<file path="src/rtl/gfip_pkg.sv">
package gfip_pkg;
    typedef enum logic [0:0] {
        ST_ACC = 1'b0,
        ST_RED = 1'b1
    } state_e;
endpackage

</file>
<file path="src/rtl/gfip_clmul.sv">
// Carry-less (GF(2) polynomial) product of two W-bit operands, unreduced.
module gfip_clmul #(
    parameter int W = 8
) (
    input  logic [W-1:0]   a,
    input  logic [W-1:0]   b,
    output logic [2*W-2:0] p
);
    always_comb begin
        p = '0;
        for (int i = 0; i < W; i++) begin
            if (b[i]) p = p ^ ((2*W-1)'(a) << i);
        end
    end
endmodule

</file>
<file path="src/rtl/gfip_red_slice.sv">
// Clears one degree of the remainder by XORing in the shifted polynomial.
module gfip_red_slice #(
    parameter int W     = 8,
    parameter int ACC_W = 15,
    parameter int DW    = 4
) (
    input  logic [ACC_W-1:0] rem_i,
    input  logic             en,
    input  logic [DW-1:0]    shamt,
    input  logic             top_bit,
    input  logic [W:0]       poly_full,
    output logic [ACC_W-1:0] rem_o
);
    always_comb begin
        rem_o = rem_i;
        if (en && top_bit) rem_o = rem_i ^ (ACC_W'(poly_full) << shamt);
    end
endmodule

</file>
<file path="src/rtl/gf_inner_product.sv">
module gf_inner_product #(
    parameter int               MAX_M    = 8,
    parameter int               DIGIT    = 2,
    parameter logic [MAX_M-1:0] RST_POLY = 8'h1D
) (
    input  logic             clk,
    input  logic             rst_n,
    input  logic             cfg_we,
    input  logic [3:0]       cfg_m,
    input  logic [MAX_M-1:0] cfg_poly,
    input  logic             in_valid,
    output logic             in_ready,
    input  logic [MAX_M-1:0] in_a,
    input  logic [MAX_M-1:0] in_b,
    input  logic             in_last,
    output logic             res_valid,
    output logic [MAX_M-1:0] res_data
);
    import gfip_pkg::*;

    localparam int ACC_W = 2*MAX_M - 1;
    localparam int DW    = $clog2(ACC_W + 1);
    localparam int MW    = 4;

    typedef struct packed {
        state_e           st;
        logic             mid;
        logic [ACC_W-1:0] acc;
        logic [DW-1:0]    deg;
        logic [MW-1:0]    m;
        logic [MAX_M-1:0] poly;
        logic             rv;
        logic [MAX_M-1:0] res;
    } regs_t;

    regs_t q, d;

    logic [MAX_M-1:0] mask;
    logic [MAX_M:0]   poly_full;
    logic [ACC_W-1:0] prod;
    logic [ACC_W-1:0] rem [DIGIT+1];
    logic [DIGIT-1:0] sl_en;
    logic [DW-1:0]    sl_deg [DIGIT];

    always_comb begin
        for (int i = 0; i < MAX_M; i++) mask[i] = (i < int'(q.m));
        poly_full = {1'b0, q.poly & mask} | ((MAX_M+1)'(1) << q.m);
    end

    gfip_clmul #(.W(MAX_M)) u_mul (
        .a (in_a & mask),
        .b (in_b & mask),
        .p (prod)
    );

    assign rem[0] = q.acc;

    for (genvar k = 0; k < DIGIT; k++) begin : g_slice
        always_comb begin
            sl_deg[k] = q.deg - DW'(k);
            sl_en[k]  = (q.st == ST_RED) && (int'(q.deg) >= k)
                        && (int'(q.deg) - k >= int'(q.m));
        end
        gfip_red_slice #(.W(MAX_M), .ACC_W(ACC_W), .DW(DW)) u_slice (
            .rem_i     (rem[k]),
            .en        (sl_en[k]),
            .shamt     (sl_deg[k] - DW'(q.m)),
            .top_bit   (rem[k][sl_deg[k]]),
            .poly_full (poly_full),
            .rem_o     (rem[k+1])
        );
        // an enabled slice always leaves its degree cleared
        a_r7_digit_cleared: assert property (@(posedge clk) disable iff (!rst_n)
            sl_en[k] |-> (rem[k+1][sl_deg[k]] == 1'b0));
    end

    always_comb begin
        d    = q;
        d.rv = 1'b0;
        case (q.st)
            ST_ACC: begin
                if (in_valid) begin
                    d.acc = q.acc ^ prod;
                    if (in_last) begin
                        d.st  = ST_RED;
                        d.deg = DW'(ACC_W - 1);
                        d.mid = 1'b0;
                    end else begin
                        d.mid = 1'b1;
                    end
                end else if (cfg_we && !q.mid && cfg_m != 4'd0
                             && int'(cfg_m) <= MAX_M) begin
                    d.m    = cfg_m;
                    d.poly = cfg_poly;
                end
            end
            ST_RED: begin
                d.acc = rem[DIGIT];
                if (int'(q.deg) < int'(q.m) + DIGIT) begin
                    d.st  = ST_ACC;
                    d.rv  = 1'b1;
                    d.res = rem[DIGIT][MAX_M-1:0] & mask;
                    d.acc = '0;
                end else begin
                    d.deg = q.deg - DW'(DIGIT);
                end
            end
            default: d.st = ST_ACC;
        endcase
    end

    always_ff @(posedge clk) begin
        if (!rst_n) begin
            q.st   <= ST_ACC;
            q.mid  <= 1'b0;
            q.acc  <= '0;
            q.deg  <= '0;
            q.m    <= MW'(MAX_M);
            q.poly <= RST_POLY;
            q.rv   <= 1'b0;
            q.res  <= '0;
        end else begin
            q <= d;
        end
    end

    assign in_ready  = (q.st == ST_ACC);
    assign res_valid = q.rv;
    assign res_data  = q.res;

    // accepting the flagged pair drops ready on the next cycle
    a_r7_ready_drops: assert property (@(posedge clk) disable iff (!rst_n)
        (in_valid && in_ready && in_last) |=> !in_ready);
    // done strobe lasts one cycle
    a_r7_done_pulse: assert property (@(posedge clk) disable iff (!rst_n)
        res_valid |=> !res_valid);
    // result has no bits at or above m
    a_r8_res_upper_zero: assert property (@(posedge clk) disable iff (!rst_n)
        res_valid |-> ((res_data & ~mask) == '0));
    // configuration frozen while busy
    a_r6_cfg_frozen: assert property (@(posedge clk) disable iff (!rst_n)
        !in_ready |=> ($stable(q.m) && $stable(q.poly)));
    // accumulator is empty when a result is delivered
    a_r9_acc_empty: assert property (@(posedge clk) disable iff (!rst_n)
        res_valid |-> (q.acc == '0));
endmodule

</file>
<file path="config.mk">
export PLATFORM = sky130hd
export DESIGN_NAME = gf_inner_product
export DESIGN_NICKNAME = d
export VERILOG_FILES = /design/src/rtl/gfip_pkg.sv /design/src/rtl/gfip_clmul.sv /design/src/rtl/gfip_red_slice.sv /design/src/rtl/gf_inner_product.sv
export SDC_FILE = /design/constraint.sdc
export NUM_CORES = 1
export LEC_CHECK = 0
export BUFFER_PORTS_ARGS = -buffer_cell sky130_fd_sc_hd__buf_2
export CAP_MARGIN = 20
export CORE_AREA = 2 2 138 140
export CTS_BUF_LIST = sky130_fd_sc_hd__clkbuf_8
export CTS_CLUSTER_SIZE = 12
export DETAILED_ROUTE_END_ITERATION = 7
export DIE_AREA = 0 0 140 142
export GPL_TIMING_DRIVEN = 0
export PLACE_DENSITY = 0.44
export SLEW_MARGIN = 20
export SYNTH_ARGS = -nofsm -noshare
export SYNTH_HDL_FRONTEND = slang
export SYNTH_SLANG_ARGS = --single-unit
</file>
<file path="constraint.sdc">
create_clock -name clk -period 4.4 [get_ports clk]
set_input_delay 0.22 -clock clk [delete_from_list [all_inputs] [get_ports clk]]
set_output_delay 0.22 -clock clk [all_outputs]
set_load 0.02 [all_outputs]
</file>
# Yosys cells after proc, flatten, opt, wreduce, memory -nomap -nowiden
# Cells that the tools add are included.
[op_classes]
n_addsub = 6
multipliers = 0
div_mod_pow = 0
order_cmp = 15
n_eq_ne = 3
n_shift = 3
mux = 24
bitwise_logic = 17
reduce_logical = 15
[ops]
columns = ["op", "count"]
rows = [
  ["two-way mux 15 bit", 10],
  ["bitwise XOR 15 bit", 4],
  ["case mux 19 bit (2 select lines)", 1],
  ["AND 8 bit", 4],
  ["<< shifter 9 x 4 -> 15 bit", 2],
  ["two-way mux 21 bit", 1],
  ["less-than comparator 3 x 4 -> 1 bit, first input constant", 4],
  ["bitwise XOR 15 x 10 -> 15 bit", 1],
  ["bitwise XOR 15 x 11 -> 15 bit", 1],
  ["bitwise XOR 15 x 12 -> 15 bit", 1],
  ["bitwise XOR 15 x 13 -> 15 bit", 1],
  ["bitwise XOR 15 x 14 -> 15 bit", 1],
  ["bitwise XOR 15 x 9 -> 15 bit", 1],
  ["less-than comparator 4 x 5 -> 1 bit, second input constant", 2],
  ["two-way mux 9 bit", 1],
  ["OR 8 x 9 -> 9 bit", 1],
  ["<< shifter 1 x 4 -> 9 bit, first input constant", 1],
  ["binary-select mux 1 bit (select 4 bit)", 2],
  ["logical AND 1 bit", 8],
  ["less-than comparator 1 x 4 -> 1 bit, first input constant", 2],
  ["less-than comparator 2 x 4 -> 1 bit, first input constant", 2],
  ["two-way mux 4 bit", 2],
  ["two-way mux 8 bit", 1],
  ["subtractor 4 bit", 2],
  ["18 further kinds", 27],
]
[word_totals]
regBits = 42
latch_bits = 0
ram_bits = 0
romBits = 0
input_bits = 33
output_inout_bits = 10
word_cells = 91
n_memories = 0

# Depth between registers and ports, before layout
# Gate-level depths: netlist of the first run.
[depth]
depth_word = 20
ltp_mapped = 18
ltp_nobuf = 14

# Hierarchy
# A second synthesis of the first run with hierarchy kept.
[unflattened]
cells_unflattened = 654
area_unflattened_um2 = 4952.2
[by_module_without_submodules]
columns = ["module", "n_inst", "cells_each", "area_per_inst_um2", "seq_area_each_um2"]
rows = [
  ["gf_inner_product", 1, 322, 2625.0, 820.8],
  ["gfip_red_slice", 2, 103, 789.5, 0.0],
  ["gfip_clmul", 1, 126, 748.2, 0.0],
]

# Least setup slack after synthesis of the first run
# OpenSTA, ideal clock, no wires.
[synth_timing]
path_type = "register to register"
from = "register q[18] (netlist name)"
to = "register q[38] (netlist name)"
setup_ns = 0.127
arrival_time_ns = 3.760
required_ns = 4.273
slack_ns = 0.512
stages_incl_launch_ff = 17
n_path_buf = 3
period_less_slack_ns = 3.888
cell_sequence = "dfxtp_1 > clkbuf_1 > inv_1 > ha_1 > clkbuf_1 > inv_1 > ha_1 > o21ai_0 > a32oi_1 > o211ai_1 > clkbuf_1 > a21o_1 > mux2_4 > a2111o_4 > and4_4 > a2111oi_2 > nor3b_2"
[synth_between]
elab_chain_cells = 18
word_cells_on_any_way = 48
cone_classes = "3 x add/sub; 11 x order compare; 3 x shift; 14 x mux; 13 x bitwise; 4 x reduce/logical"
[synth_lines]
columns = ["element", "line", "rtl"]
rows = [
  ["start: declaration", "gf_inner_product.sv:36", "regs_t q, d;"],
  ["less-than comparator 1 x 4 -> 1 bit", "gf_inner_product.sv:46", "for (int i = 0; i < MAX_M; i++) mask[i] = (i < int'(q.m));"],
  ["AND 8 bit", "gf_inner_product.sv:52", ".b (in_b & mask),"],
  ["two-way mux 15 bit", "gfip_clmul.sv:12", "if (b[i]) p = p ^ ((2*W-1)'(a) << i);"],
  ["bitwise XOR 15 x 10 -> 15 bit", "gfip_clmul.sv:12", ""],
  ["two-way mux 15 bit", "gfip_clmul.sv:12", ""],
  ["bitwise XOR 15 x 11 -> 15 bit", "gfip_clmul.sv:12", ""],
  ["two-way mux 15 bit", "gfip_clmul.sv:12", ""],
  ["bitwise XOR 15 x 12 -> 15 bit", "gfip_clmul.sv:12", ""],
  ["[... 2 more ...]", "--", ""],
  ["two-way mux 15 bit", "gfip_clmul.sv:12", ""],
  ["bitwise XOR 15 x 14 -> 15 bit", "gfip_clmul.sv:12", ""],
  ["two-way mux 15 bit", "gfip_clmul.sv:12", ""],
  ["bitwise XOR 15 bit", "gfip_clmul.sv:12", ""],
  ["two-way mux 15 bit", "gfip_clmul.sv:12", ""],
  ["bitwise XOR 15 bit", "gf_inner_product.sv:83", "d.acc = q.acc ^ prod;"],
  ["two-way mux 21 bit", "gf_inner_product.sv:82", "if (in_valid) begin"],
  ["case mux 19 bit (2 select lines) (*)", "gf_inner_product.sv:80", "case (q.st)"],
]
# Every way passes the cells marked *; elsewhere a longest branch is shown, timed or not. The select of a mux whose other input is x is not followed.
# A chain may end at the register's enable or synchronous reset.

# Worst setup path after layout of the first run
[layout_timing]
from = "register q[19] (netlist name)"
to = "register q[26] (netlist name)"
[layout_between]
elab_chain_cells = 20
word_cells_on_any_way = 50
cone_classes = "3 x add/sub; 11 x order compare; 3 x shift; 15 x mux; 14 x bitwise; 4 x reduce/logical"
[layout_lines]
columns = ["element", "line"]
rows = [
  ["less-than comparator 1 x 4 -> 1 bit", "gf_inner_product.sv:46"],
  ["AND 8 bit, on equally long branches", "gf_inner_product.sv:51, gf_inner_product.sv:52"],
  ["two-way mux 8 bit", "gfip_clmul.sv:12"],
  ["bitwise XOR 15 x 9 -> 15 bit", "gfip_clmul.sv:12"],
  ["two-way mux 15 bit", "gfip_clmul.sv:12"],
  ["bitwise XOR 15 x 10 -> 15 bit", "gfip_clmul.sv:12"],
  ["two-way mux 15 bit", "gfip_clmul.sv:12"],
  ["bitwise XOR 15 x 11 -> 15 bit", "gfip_clmul.sv:12"],
  ["[... 4 more ...]", "--"],
  ["two-way mux 15 bit", "gfip_clmul.sv:12"],
  ["bitwise XOR 15 x 14 -> 15 bit", "gfip_clmul.sv:12"],
  ["two-way mux 15 bit", "gfip_clmul.sv:12"],
  ["bitwise XOR 15 bit", "gfip_clmul.sv:12"],
  ["two-way mux 15 bit", "gfip_clmul.sv:12"],
  ["bitwise XOR 15 bit", "gf_inner_product.sv:83"],
  ["two-way mux 21 bit", "gf_inner_product.sv:82"],
  ["case mux 19 bit (2 select lines) (*)", "gf_inner_product.sv:80"],
]
# Marked as above.

==> results of run 1 <==
-- worst paths after layout --
kind	start	to	cells after the start
setup / recovery	q[19]	q[26]	15
hold / removal	cfg_poly[3]	q[12]	3
setup reg to reg	q[19]	q[26]	15
hold reg to reg	res_data[5]	res_data[5]	2
-- what timing repair did --
action                                  in CTS  in global routing
setup buffers                                2                  2
hold buffers                                 0                  0
cloned                                       0                  0
pin swaps                                    0                  3
gates resized for setup                     16                 18
endpoints found under the setup margin      23                 23
-- cell families (layout without fill, tap and decap cells) --
family | after synthesis | count (layout)
fa+ha+maj | 15 | 15
xor+xnor | 96 | 96
compound gates | 125 | 125
mux | 30 | 30
simple gates | 257 | 257
buf+inv | 67 | 111
flops | 41 | 41
-- layout make-up --
cell class,count,area (µm²),area share
Multi-Input combinational cell,523,3500,0.6663
Tap cell,234,292.8,0.05574
Timing Repair Buffer,36,190.2,0.03621
Inverter,17,67.56,0.01286
Sequential cell,41,823.3,0.1567
Buffer,50,264.0,0.05026
Clock buffer,5,68.82,0.01310
Clock inverter,3,46.29,0.008814
-- metal layers --
| metal | GRT usage | vias up | wire length (µm) |
|---|---|---|---|
| met5 | 0 | - | 0 |
| met4 | 0.06964 | 0 | 529 |
| met3 | 0.01783 | 25 | 608 |
| met2 | 0.2613 | 106 | 7311 |
| met1 | 0.2296 | 2120 | 7705 |
| li1 | - | 2253 | - |
-- per-stage QoR --
stage / cell area, µm² / instances
3_3_place_gp: 4984 / 897
4_1_cts: 5190 / 907
6_report: 5253 / 909
3_5_place_dp: 4984 / 897
5_1_grt: 5253 / 909
2_1_floorplan: 4531 / 631
-- cell usage in the layout, fill, tap and decap left out, drive strengths merged, types with 9 or more instances in the layout --
cell      n
a21oi    16
buf      61
clkbuf   30
dfxtp    41
ha       14
inv      16
mux2i    25
nand2   127
nand3    29
nand4     9
nor2     37
nor2b    15
nor3     10
o21ai    37
o22ai    16
xnor2    52
xor2     44
-- worst register-to-register path, delay by kind of cell, from the launching register on --
kind            cells  cell delay [ns]
buf+inv             4             0.78
simple gates        5             1.00
compound gates      3             0.99
xor+xnor            2             0.41
fa+ha+maj           1             0.46
flops               1             0.44
-- power breakdown --
part           switching, mW  internal, mW
Combinational          0.410         0.273
Sequential            0.0408         0.400
Clock                  0.165         0.170
-- sequential cells by signal, summed over array words and instances, names as in the netlist --
register	count
res_valid	1
q	32
res_data	8
==> reports/metrics.csv, run 1 <==
stage,metric,value,unit
die,initial cell density of the core,0.2455,
synthesis,Yosys reg bits,41,
sta,Worst slew margin,0.3834,
synthesis,"Warnings, synthesis",0,
pwr,Power Dens Cells,277.8,nW/µm²
setup_path,Critical Path AT,4.41,ns
global_routing,initial antenna violation count,0,
synthesis,post-synthesis adder-cell area fraction,0.04308,
clock_network,clock buffer depth,2,
place,HPWL Detailed,12730,µm
setup_path,CP cell instances,clkbuf_2 > inv_1 > ha_1 > or3b_1 > and3_4 > or2_1 > buf_6 > a311oi_1 > xnor2_1 > nor2_1 > a2111o_4 > buf_6 > nand3_1 > xor2_2 > o22ai_1,
global_routing,largest net degree at the start of global routing,15,
setup_path,endpoint type of the worst setup path,flip-flop,
setup_path,CP bufs+invs,4,
die,die width,140,µm
die,Die Height,142,µm
detailed_routing,Initial DRC Count,291,
layout,Layout fillers,2025,
setup_path,"Req. time, crit path",4.60,ns
clock_network,CTS Buf Count,5,
synthesis,most frequent cell after synthesis,nand2_1,
synthesis,syn nets,679,
clock_network,clk_lat worst skew,0.33,ns
setup_path,critical path class,reg2reg,
place,IO buf count,32,
synthesis,Synth Area in Compound Gates,0.1859,
setup_path,R2R setup slack,0.19,ns
die,Ports,43,
synthesis,"EDFF count, synth",0,
layout,layout net count,722,
detailed_routing,DR vias,4504,
synthesis,ys flop type,dfxtp_1,
sta,hold_ws,0.09297,ns
sta,Setup WS post-layout,0.1874,ns
detailed_routing,Post-DRT Antenna Nets,0,
clock_network,Clock Root Buffer,clkbuf_8,
global_routing,grt ovf,0,
detailed_routing,DR pass1 iterations,8,
setup_path,CP max-delay cell,a2111o_4,
detailed_routing,drt drc,2,
sta,worst slew pin tran,0.9230,ns
setup_path,crit-path max FO,10,
pwr,Leakage,2.073,nW
detailed_routing,WL/cell,17.77,µm
synthesis,synth unique cells,72,
status,outcome,finished with violations,
global_routing,total routing usage reported by global routing,0.1653,
synthesis,Synth area leaders,"dfxtp_1, nand2_1, xnor2_1",
place,dpl ws,-0.8614,ns
sta,skew final,0.01417,ns
die,core area,18460,µm²
global_routing,vias in the first global route,4269,
synthesis,Synth top cells by count,"nand2_1, xnor2_1, xor2_1",
layout,synthesis-to-finish area growth,15.93,%
synthesis,main combinational cell family by area after synthesis,simple AND/OR/NAND/NOR gates,
synthesis,Mapped Area,4531,µm²
setup_path,critical path's largest stage delay,0.53,ns
sta,final critical-path share of the clock period,0.9574,
clock_network,H-Tree Depth,2,
flow_run,max_cap viols,0,
clock_network,TritonCTS Sinks,41,
detailed_routing,Routed Wire Length,16150,µm
synthesis,Synth Area in Simple Gates,0.2646,
setup_path,Critical Path Start Type,flip-flop,
sta,TNS Setup,0,ns
synthesis,Post-Synth XOR/XNOR Area,0.1856,
clock_network,clock slew at reported path FFs,0.10,ns
setup_path,most frequent CP cell,buf_6,
layout,# diodes,0,
synthesis,cell accounting for the most synthesized area,dfxtp_1,
detailed_routing,Via-to-Cell Ratio,4.955,
pwr,worst IR drop on VDD,0.1122,mV
place,RD Place Congestion,0.8876,
synthesis,mux contribution to synthesized area,0.07097,
synthesis,Syn Area/Cell,7.180,µm²
min_path,Hold Path Class,in2reg,
sta,fmax,0.2374,GHz
synthesis,"FFs w/ async S/R, synth",0,
pwr,Final Power,1.459,mW
sta,max-slew violation count,0,
synthesis,post-synth top area share,0.1812,
status,failing checks,DRC,
synthesis,synthesized instance count,631,
sta,"Hold Vio Cnt, Final",0,
sta,minimum clock period,4.213,ns
layout,layout cells sized above 1,0.1511,
layout,post-layout util,0.2846,
die,standard-cell rows,50,
setup_path,Crit path max-delay family,simple AND/OR/NAND/NOR gates,
clock_network,CTS tree,done,
synthesis,sequential fraction of the synthesis area,0.1812,
global_routing,first-pass GRT wire length,25270,µm
die,Die ar.,19880,µm²
sta,final setup fails,0,
(Power assumes the default switching activity.)
==> run 2: changes to the inputs <==
CELL_PAD_IN_SITES_DETAIL_PLACEMENT = 1   (was not set)
CELL_PAD_IN_SITES_GLOBAL_PLACEMENT = 1   (was not set)
PLACE_DENSITY = 0.54   (was 0.44)
==> run 2 against run 1 <==
The run now ends clean. Final area increased by 0.40%. Maximum frequency hardly changed. Clock skew down 0.0059 ns. Critical path depth is 2 higher. Largest power group unchanged. Non-clock buffer count grew 2. Clock-buffer cell count is the same. Sequential power is essentially flat. Sequential share of layout area is essentially flat. Setup slack got worse by 0.0038 ns.
==> reports/metrics.csv, run 2 (synthesis gave the netlist of run 1 again) <==
stage,metric,value,unit,change
status,outcome,"finished, final reports clean",,
die,die width,140,µm,unchanged
sta,fmax,0.2372,GHz,about the same
layout,post-layout util,0.2858,,+0.001153
place,RD Place Congestion,0.8950,,+0.83%
sta,TNS Setup,0,ns,unchanged
pwr,clock network power share,0.253,,+0.024
setup_path,endpoint type of the worst setup path,flip-flop,,
die,initial cell density of the core,0.2455,,unchanged
place,HPWL Detailed,14170,µm,+11%
setup_path,FF-to-FF End,q[25],,
detailed_routing,drt drc,0,,-2
setup_path,"Req. time, crit path",4.62,ns,+0.02 ns
sta,worst slew pin tran,1.000,ns,+0.07699 ns
layout,number of flip-flops in the largest register,32,,unchanged
setup_path,R2R setup slack,0.18,ns,about the same
pwr,Leakage,2.086,nW,+0.65%
layout,Reg with most FFs,q,,
die,Die Height,142,µm,unchanged
layout,final std cells w/o fill,911,,+0.22%
layout,synthesis-to-finish area growth,16.40,%,
detailed_routing,WL/cell,19.40,µm,+9.2%
sta,skew final,0.008282,ns,-0.005890 ns
clock_network,CTS tree,done,,
clock_network,clk_lat worst skew,0.32,ns,about the same
pwr,sequential power share,0.289,,-0.013
sta,Worst slew margin,0.3289,,-0.05449
clock_network,CTS Buf Count,5,,unchanged
layout,# diodes,0,,unchanged
sta,max-slew violation count,0,,unchanged
die,standard-cell rows,50,,unchanged
detailed_routing,DR pass1 iterations,7,,-1
pwr,Comb pwr share,0.458,,-0.010
pwr,sw frac,0.4050,,-0.01646
global_routing,grt ovf,0,,unchanged
global_routing,first-pass GRT wire length,27630,µm,+9.4%
layout,"leading cell type in the layout, fill and taps excluded",nand2_1,,
detailed_routing,Initial DRC Count,331,,+14%
place,dpl ws,-0.9364,ns,-0.07495 ns
layout,layout net count,724,,+0.28%
detailed_routing,Routed Wire Length,17680,µm,+9.4%
setup_path,R2R cell count,17,,+2
clock_network,clock buffer depth,2,,unchanged
detailed_routing,Post-DRT Antenna Nets,0,,unchanged
sta,minimum clock period,4.216,ns,+0.003801 ns
die,Die ar.,19880,µm²,unchanged
pwr,Final Power,1.521,mW,+4.3%
setup_path,Critical Path Start Type,flip-flop,,
sta,"Hold Vio Cnt, Final",0,,unchanged
global_routing,total routing usage reported by global routing,0.1796,,+0.01428
sta,final setup fails,0,,unchanged
place,IO buf count,32,,unchanged
sta,hold_ws,0.1082,ns,+0.01527 ns
layout,post-route cell area,5274,µm²,+0.40%
setup_path,critical path class,reg2reg,,
place,dpl cells,898,,+0.11%
clock_network,Clock Root Buffer,clkbuf_8,,
pwr,Power Dens Cells,288.4,nW/µm²,+3.8%
setup_path,crit-path max FO,10,,unchanged
global_routing,largest net degree at the start of global routing,15,,unchanged
flow_run,max_cap viols,0,,unchanged
layout,"commonest non-fill, non-tap cells in the layout","nand2_1, xnor2_1, xor2_1, dfxtp_1, buf_2",,
min_path,Hold Path Class,in2reg,,
setup_path,Critical Path Sink,q[25],,
global_routing,initial antenna violation count,0,,unchanged
pwr,worst IR drop on VDD,0.1325,mV,+18%
place,"Cell Area, Placed",4991,µm²,+0.15%
layout,Layout fillers,2245,,+11%
pwr,Psw,0.6160,mW,+0.18%
detailed_routing,DR vias,4602,,+2.2%
pwr,Internal,0.9049,mW,+7.2%
clock_network,clock slew at reported path FFs,0.09,ns,about the same
die,core area,18460,µm²,unchanged
global_routing,vias in the first global route,4735,,+11%
setup_path,crit path from,q[18],,
sta,RSZ-0062 raised after global routing,false,,
sta,Setup WS post-layout,0.1836,ns,-0.003801 ns
setup_path,Critical Path AT,4.44,ns,+0.03 ns
detailed_routing,Via-to-Cell Ratio,5.052,,+2.0%
layout,layout cells sized above 1,0.1536,,+0.002508
setup_path,r2r startpoint,q[18],,
sta,final critical-path share of the clock period,0.9583,,about the same
die,Ports,43,,unchanged
clock_network,H-Tree Depth,2,,unchanged
clock_network,TritonCTS Sinks,41,,unchanged
run 2: power groups by stage:
| stage | clock network, mW | registers [mW] | logic [mW] |
|---|---|---|---|
| global route | 0.414 | 0.443 | 0.768 |
| finish | 0.385 | 0.440 | 0.696 |
| detailed placement | 0 | 0.448 | 0.668 |
| floorplan | 0 | 0.433 | 0.503 |
| global placement | 0 | 0.447 | 0.659 |
| CTS | 0.398 | 0.440 | 0.679 |
run 2: metal layers:
| metal | global-route usage | up-vias | share of wire |
|---|---|---|---|
| met2 | 0.3026 | 86 | 0.47 |
| met3 | 0.01884 | 15 | 0.033 |
| met1 | 0.2459 | 2241 | 0.48 |
| met4 | 0.04732 | 0 | 0.018 |
| li1 | - | 2260 | - |
| met5 | 0 | - | 0 |
run 2: timing repair:
action | CTS | global route
gates resized for setup | 16 | 19
hold buffers | 0 | 0
setup endpoints to repair | 23 | 22
pin swaps | 1 | 7
setup buffers | 1 | 4
run 2: layout make-up:
type                       count  area (µm²)  area share
sequential                    41       824.5      0.1563
clock inverter                 3       68.82     0.01305
inverter                      17       67.56     0.01281
tap                          234       292.8     0.05552
multi-input combinational    523        3476      0.6591
buffer                        50       270.3     0.05125
timing repair buffer          38       205.2     0.03891
clock buffer                   5       68.82     0.01305
run 2: worst max-delay path, cell delays in order, from the launching register on:
cell        delay [ns]
dfxtp_2           0.44
buf_4             0.23
clkinvlp_4        0.15
ha_1              0.38
clkbuf_4          0.22
inv_2             0.13
ha_1              0.17
o21ai_0           0.10
a32oi_1           0.16
o211ai_1          0.18
buf_4             0.22
nor3_2            0.23
xor2_1            0.23
a31oi_1           0.16
a31oi_4           0.33
nand4_1           0.27
xor2_1            0.25
a32o_1            0.28
run 2: worst min path at each step:
stage | start | to | slack [ns] | depth (start not counted)
final | cfg_poly[4] | q[13] | 0.11 | 3
after CTS | cfg_poly[4] | q[13] | 0.10 | 3
after detailed placement | cfg_poly[0] | q[9] | 0.44 | 3
after global placement | cfg_poly[4] | q[13] | 0.43 | 3
after floorplan | cfg_poly[2] | q[11] | 0.35 | 2
after global routing | cfg_poly[4] | q[13] | 0.11 | 3
